`src/rtl/ccd_pkg.sv`:
```
package ccd_pkg;

  // Select encoding; the values are behaviour (non-binary ratio order).
  typedef enum logic [1:0] {
    SEL_DIV8 = 2'b00,
    SEL_DIV4 = 2'b01,
    SEL_THRU = 2'b10,
    SEL_DIV2 = 2'b11
  } ccd_sel_e;

  // log2 of the division ratio for a select code
  function automatic int unsigned ccd_ratio_log2(input ccd_sel_e s);
    case (s)
      SEL_DIV8: return 3;
      SEL_DIV4: return 2;
      SEL_DIV2: return 1;
      default:  return 0;
    endcase
  endfunction

endpackage

```
`src/rtl/ccd_input_filter.sv`:
```
// Synchronizer plus stability filter for a slow control input.
module ccd_input_filter #(
  parameter int unsigned WIDTH       = 2,
  parameter int unsigned SYNC_STAGES = 2,
  parameter int unsigned HOLD_CYCLES = 2,
  parameter logic [WIDTH-1:0] RESET_VAL = '0
) (
  input  logic             clk,
  input  logic             rst,
  input  logic [WIDTH-1:0] din,
  output logic [WIDTH-1:0] dout
);
  localparam int unsigned HOLD_W = $clog2(HOLD_CYCLES + 1);
  localparam logic [HOLD_W-1:0] HOLD_LAST = HOLD_W'(HOLD_CYCLES - 1);
  localparam logic [HOLD_W-1:0] HOLD_MAX  = HOLD_W'(HOLD_CYCLES);

  logic [SYNC_STAGES-1:0][WIDTH-1:0] chain;
  logic [WIDTH-1:0]  q;
  logic [WIDTH-1:0]  prev;
  logic [HOLD_W-1:0] hold;

  always_ff @(posedge clk) begin
    if (rst) chain[0] <= RESET_VAL;
    else     chain[0] <= din;
  end

  for (genvar g = 1; g < SYNC_STAGES; g++) begin : g_stage
    always_ff @(posedge clk) begin
      if (rst) chain[g] <= RESET_VAL;
      else     chain[g] <= chain[g-1];
    end
  end

  assign q = chain[SYNC_STAGES-1];

  always_ff @(posedge clk) begin
    if (rst) begin
      prev <= RESET_VAL;
      hold <= '0;
      dout <= RESET_VAL;
    end else begin
      prev <= q;
      if (q != prev)            hold <= '0;
      else if (hold != HOLD_MAX) hold <= hold + 1'b1;
      if (q == prev && hold == HOLD_LAST) dout <= q;
    end
  end

  // an accepted value was seen unchanged on consecutive samples
  if (HOLD_CYCLES >= 2) begin : g_chk
    p_accept_held_r6: assert property (@(posedge clk) disable iff (rst)
      (dout != $past(dout)) |-> ($past(q) == $past(q, 2)));
  end

endmodule

```
`src/rtl/ccd_phase_counter.sv`:
```
// Free-running counter whose bits are the divided waveforms.
module ccd_phase_counter #(
  parameter int unsigned CNT_W = 3
) (
  input  logic             clk,
  input  logic             rst,
  output logic [CNT_W-1:0] cnt,
  output logic             at_wrap
);
  always_ff @(posedge clk) begin
    if (rst) cnt <= '0;
    else     cnt <= cnt + 1'b1;
  end

  // all waveform bits just fell together
  assign at_wrap = (cnt == '0);

endmodule

```
`src/rtl/ccd_commit_ctrl.sv`:
```
// Commits ratio and run changes on the falling reference edge after a wrap.
module ccd_commit_ctrl
  import ccd_pkg::*;
(
  input  logic     clk,
  input  logic     rst,
  input  logic     at_wrap,
  input  ccd_sel_e req_sel,
  input  logic     req_run,
  output ccd_sel_e cur_sel,
  output logic     cur_run
);
  always_ff @(negedge clk) begin
    if (rst) begin
      cur_sel <= SEL_DIV8;
      cur_run <= 1'b0;
    end else if (at_wrap) begin
      cur_sel <= req_sel;
      cur_run <= req_run;
    end
  end

  // ratio only changes at the wrap point
  p_sel_commit_r3: assert property (@(negedge clk) disable iff (rst)
    (cur_sel != $past(cur_sel)) |-> $past(at_wrap));

  // run only changes at the wrap point
  p_run_commit_r5: assert property (@(negedge clk) disable iff (rst)
    (cur_run != $past(cur_run)) |-> $past(at_wrap));

endmodule

```
`src/rtl/card_clk_divider.sv`:
```
module card_clk_divider
  import ccd_pkg::*;
#(
  parameter int unsigned CNT_W       = 3,
  parameter int unsigned SYNC_STAGES = 2,
  parameter int unsigned HOLD_CYCLES = 2
) (
  input  logic       clk,
  input  logic       rst,
  input  logic [1:0] sel,
  input  logic       run,
  output logic       card_clk
);
  logic [1:0]       sel_f;
  logic             run_f;
  logic [CNT_W-1:0] cnt;
  logic             at_wrap;
  ccd_sel_e         cur_sel;
  logic             cur_run;
  logic             wave;

  ccd_input_filter #(
    .WIDTH(2), .SYNC_STAGES(SYNC_STAGES), .HOLD_CYCLES(HOLD_CYCLES),
    .RESET_VAL(SEL_DIV8)
  ) u_sel_filt (
    .clk(clk), .rst(rst), .din(sel), .dout(sel_f)
  );

  ccd_input_filter #(
    .WIDTH(1), .SYNC_STAGES(SYNC_STAGES), .HOLD_CYCLES(HOLD_CYCLES),
    .RESET_VAL(1'b0)
  ) u_run_filt (
    .clk(clk), .rst(rst), .din(run), .dout(run_f)
  );

  ccd_phase_counter #(.CNT_W(CNT_W)) u_cnt (
    .clk(clk), .rst(rst), .cnt(cnt), .at_wrap(at_wrap)
  );

  ccd_commit_ctrl u_ctrl (
    .clk(clk), .rst(rst), .at_wrap(at_wrap),
    .req_sel(ccd_sel_e'(sel_f)), .req_run(run_f),
    .cur_sel(cur_sel), .cur_run(cur_run)
  );

  always_comb begin
    case (cur_sel)
      SEL_THRU: wave = clk;
      SEL_DIV2: wave = cnt[0];
      SEL_DIV4: wave = cnt[1];
      default:  wave = cnt[2];
    endcase
  end

  assign card_clk = cur_run & wave;

  // a settled divide-by-2 output toggles on every reference rising edge
  p_div2_toggle_r1: assert property (@(posedge clk) disable iff (rst)
    (cur_run && cur_sel == SEL_DIV2 && $past(cur_run && cur_sel == SEL_DIV2))
      |-> (card_clk != $past(card_clk)));

endmodule

```
`config.mk`:
```
export PLATFORM = sky130hd
export DESIGN_NAME = card_clk_divider
export DESIGN_NICKNAME = d
export VERILOG_FILES = /design/src/rtl/ccd_pkg.sv /design/src/rtl/ccd_input_filter.sv /design/src/rtl/ccd_phase_counter.sv /design/src/rtl/ccd_commit_ctrl.sv /design/src/rtl/card_clk_divider.sv
export SDC_FILE = /design/constraint.sdc
export NUM_CORES = 1
export LEC_CHECK = 0
export BUFFER_PORTS_ARGS = -buffer_cell sky130_fd_sc_hd__buf_4
export CORE_MARGIN = 4
export CORE_UTILIZATION = 50
export DETAILED_ROUTE_END_ITERATION = 8
export PLACE_DENSITY = 0.72
export SYNTH_ARGS = -nofsm -noshare
export SYNTH_HDL_FRONTEND = slang
export SYNTH_SLANG_ARGS = --single-unit
export TNS_END_PERCENT = 5
```
`constraint.sdc`:
```
create_clock -name clk -period 1.3 [get_ports clk]
set_input_delay 0.325 -clock clk [delete_from_list [all_inputs] [get_ports clk]]
set_output_delay 0.325 -clock clk [all_outputs]
set_load 0.01 [all_outputs]
```
==> flow_metrics.env <==
export IMPL_status="finished, violations left"
export IMPL_violations="setup timing"
export IMPL_rsz0062_at_grt="true"
export IMPL_synth_nets=99
export IMPL_antenna_found_initial=0
export IMPL_critPathArrivalTime_ps=2220
export IMPL_drt_first_pass_iters=4
export IMPL_dr_total_vias=642
export IMPL_grt_max_degree=18
export IMPL_drive_gt1_share_pct=26.9
export IMPL_cp_endpoint="card_clk"
export IMPL_hold_path_depth=2
export IMPL_stdcell_count=120
export IMPL_route_met3_wl_um=95
export IMPL_cts_tree="built"
export IMPL_die_area_mm2=0.00249
export IMPL_final_antenna_net_count=0
export IMPL_nets=116
export IMPL_placementRows=14
export IMPL_place_congestion=0.697
export IMPL_yosysWarnings=0
export IMPL_final_common_cell="dfxtp_1"
export IMPL_crit_type="register to output pin"
export IMPL_power_density_mw_per_mm2=1400
export IMPL_start_util_pct=55.8
export IMPL_critPathCaptureType="output pin"
export IMPL_synth_edf_count=0
export IMPL_relSlewSlack_pct=76.2
export IMPL_synth_seq_cells=22
export IMPL_final_hold_viol_count=0
export IMPL_synth_area_per_cell_um2=10.0
export IMPL_netlist_instances=88
export IMPL_placeableCoreArea_mm2=0.00158
export IMPL_synth_seq_area_share_pct=50.1
export IMPL_dr_max_layer_used="met4"
export IMPL_drv_slew=0
export IMPL_postCtsSetupRepairBufs=0
export IMPL_first_global_vias=640
export IMPL_antennaDiodeCount=0
export IMPL_r2r_start="u_cnt.cnt[1]"
export IMPL_worst_clock_skew_ps=77.6
export IMPL_hp_class="primary input to register"
export IMPL_grt_overflow_total=0
export IMPL_drt_iter0_drc=8
export IMPL_routedWlPerCell_um=12.3
export IMPL_holdWs_ps=115
export IMPL_drcViolationCount=0
export IMPL_totalWireLength_mm=1.48
export IMPL_path_clk_slew_ps=120
export IMPL_worst_slack_ps=-1250
export IMPL_ioPinCount=6
export IMPL_reg2reg_depth=5
export IMPL_grt_first_pass_wirelength_mm=2.63
export IMPL_vias_per_cell=5.35
export IMPL_startpoint="u_ctrl.cur_sel[0]"
export IMPL_peakVddDrop_uv=965
export IMPL_netlist_area_um2=880
export IMPL_synthToLayoutAreaGrowth_pct=19.3
export IMPL_final_cell_mix="dfxtp_1 (17), nor2b_1 (11), nor2_1 (10), inv_1 (10), buf_4 (8)"
export IMPL_wl_met1_um=655
export IMPL_grt_usage_pct=14.7
export IMPL_ys_flop_type="dfxtp_1"
export IMPL_setup_viol=6
export IMPL_synth_async_reset_ratio_pct=0
export IMPL_timing_rr_end="u_ctrl.cur_run"
export IMPL_critPathRequiredTime_ps=980
export IMPL_port_buffers=5
export IMPL_drv_cap=0
export IMPL_p_leak_uw=0.000481
export IMPL_insertion_delay_ps=490
export IMPL_synth_distinct_cells=22
export IMPL_worst_setup_path_start_kind="register"
export IMPL_path_max_fanout=2
export IMPL_dpl_cell_count=111
export IMPL_die_y_um=49.9
export IMPL_hpwlAfterDp_mm=1.03
export IMPL_r2r_setup_slack_ps=-280
export IMPL_fill_cells=132
export IMPL_met2WireLength_um=695
export IMPL_power_uw=1470
export IMPL_tightestPinTransition_ps=356
export IMPL_postLayoutCoreUtil_pct=66.6
export IMPL_die_x_um=49.9
## layer usage
metal	vias to the layer above	track usage, %
li1	317	-
met3	6	9.64
met4	0	13.4
met1	301	14.5
met2	18	20.5
met5	-	0
## area by class of cell
cell class              count  area (um2)  share of cell area (%)
flip-flops and latches     22         447                    42.6
repair buffers              8        60.1                    5.72
clock inverters             4        16.3                    1.55
well taps                  16        20.0                    1.91
clock buffers               7        56.3                    5.36
inverters                   9        33.8                    3.22
multi-input cells          54         417                    39.7
## registers in the layout (all words and copies together), names as in the netlist
name / cells
u_run_filt.hold: 2
u_sel_filt.prev: 2
u_ctrl.cur_run: 1
u_ctrl.cur_sel: 2
u_run_filt.chain: 1
u_run_filt.q: 1
u_run_filt.dout: 1
u_sel_filt.hold: 2
u_sel_filt.q: 2
u_sel_filt.chain: 2
u_cnt.cnt: 3
u_sel_filt.dout: 2
u_run_filt.prev: 1
## synthesized netlist by cell type (2+ instances only)
master / instances / share of area (%)
xor2_1: 4 / 4.0
nand2_1: 3 / 1.3
xnor2_1: 2 / 2.0
nor4_1: 2 / 1.4
inv_1: 10 / 4.3
nor2_1: 10 / 4.3
nor2b_1: 11 / 7.8
buf_2: 2 / 1.1
dfxtp_1: 22 / 50
mux2i_1: 3 / 3.4
a21oi_1: 3 / 1.7
ha_1: 6 / 8.5
## worst max-delay path: stages, from the launching register on
cell and delay (ps):
dfxtp_2 330, mux4_2 490, and2_4 150, buf_6 110
## worst min path at each step
| stage | from | slack [ps] | endpoint |
|---|---|---|---|
| after detailed placement | u_sel_filt.chain[1] | 430 | u_sel_filt.q[1] |
| after global placement | u_run_filt.chain[0] | 420 | u_run_filt.q |
| after global routing | sel[1] | 110 | u_sel_filt.chain[1] |
| after floorplan | rst | 410 | u_sel_filt.prev[0] |
| final | sel[0] | 120 | u_sel_filt.chain[0] |
| after CTS | sel[1] | 100 | u_sel_filt.chain[1] |
## what timing repair did
action / 4_1_cts / 5_1_grt
pin swaps: 0 / 1
resized for setup: 6 / 5
gates cloned: 0 / 0
hold endpoints to repair: 0 / 0
hold buffers: 0 / 0
endpoints found under the setup margin: 6 / 6
## stage by stage
stage / worst slack [ps] / TNS (ps) / area, um2
6_report: -1250 / -2070 / 1050
5_1_grt: -1310 / -2340 / 1050
3_5_place_dp: -737 / -2000 / 961
2_1_floorplan: -617 / -1830 / 883
3_3_place_gp: -733 / -1950 / 961
4_1_cts: -1260 / -2420 / 1030
## where the power goes
group          switching, uW  internal [uW]  total [uW]
clock                    264            241         505
sequential              32.5            721         753
combinational            104            105         209
total                    400           1070        1470
## kinds of logic after synthesis
| family | count (synthesis) | share of synthesized area (%) |
|---|---|---|
| adder cells (fa/ha/maj) | 6 | 8.53 |
| XOR/XNOR | 6 | 5.97 |
| buffers and inverters | 12 | 5.41 |
| AND/OR/NAND/NOR | 29 | 16.8 |
| AO/OA/AOI/OAI | 9 | 7.25 |
| multiplexers | 4 | 5.97 |
| flip-flops | 22 | 50.1 |
No activity file was read; power rests on OpenSTA's default activity.
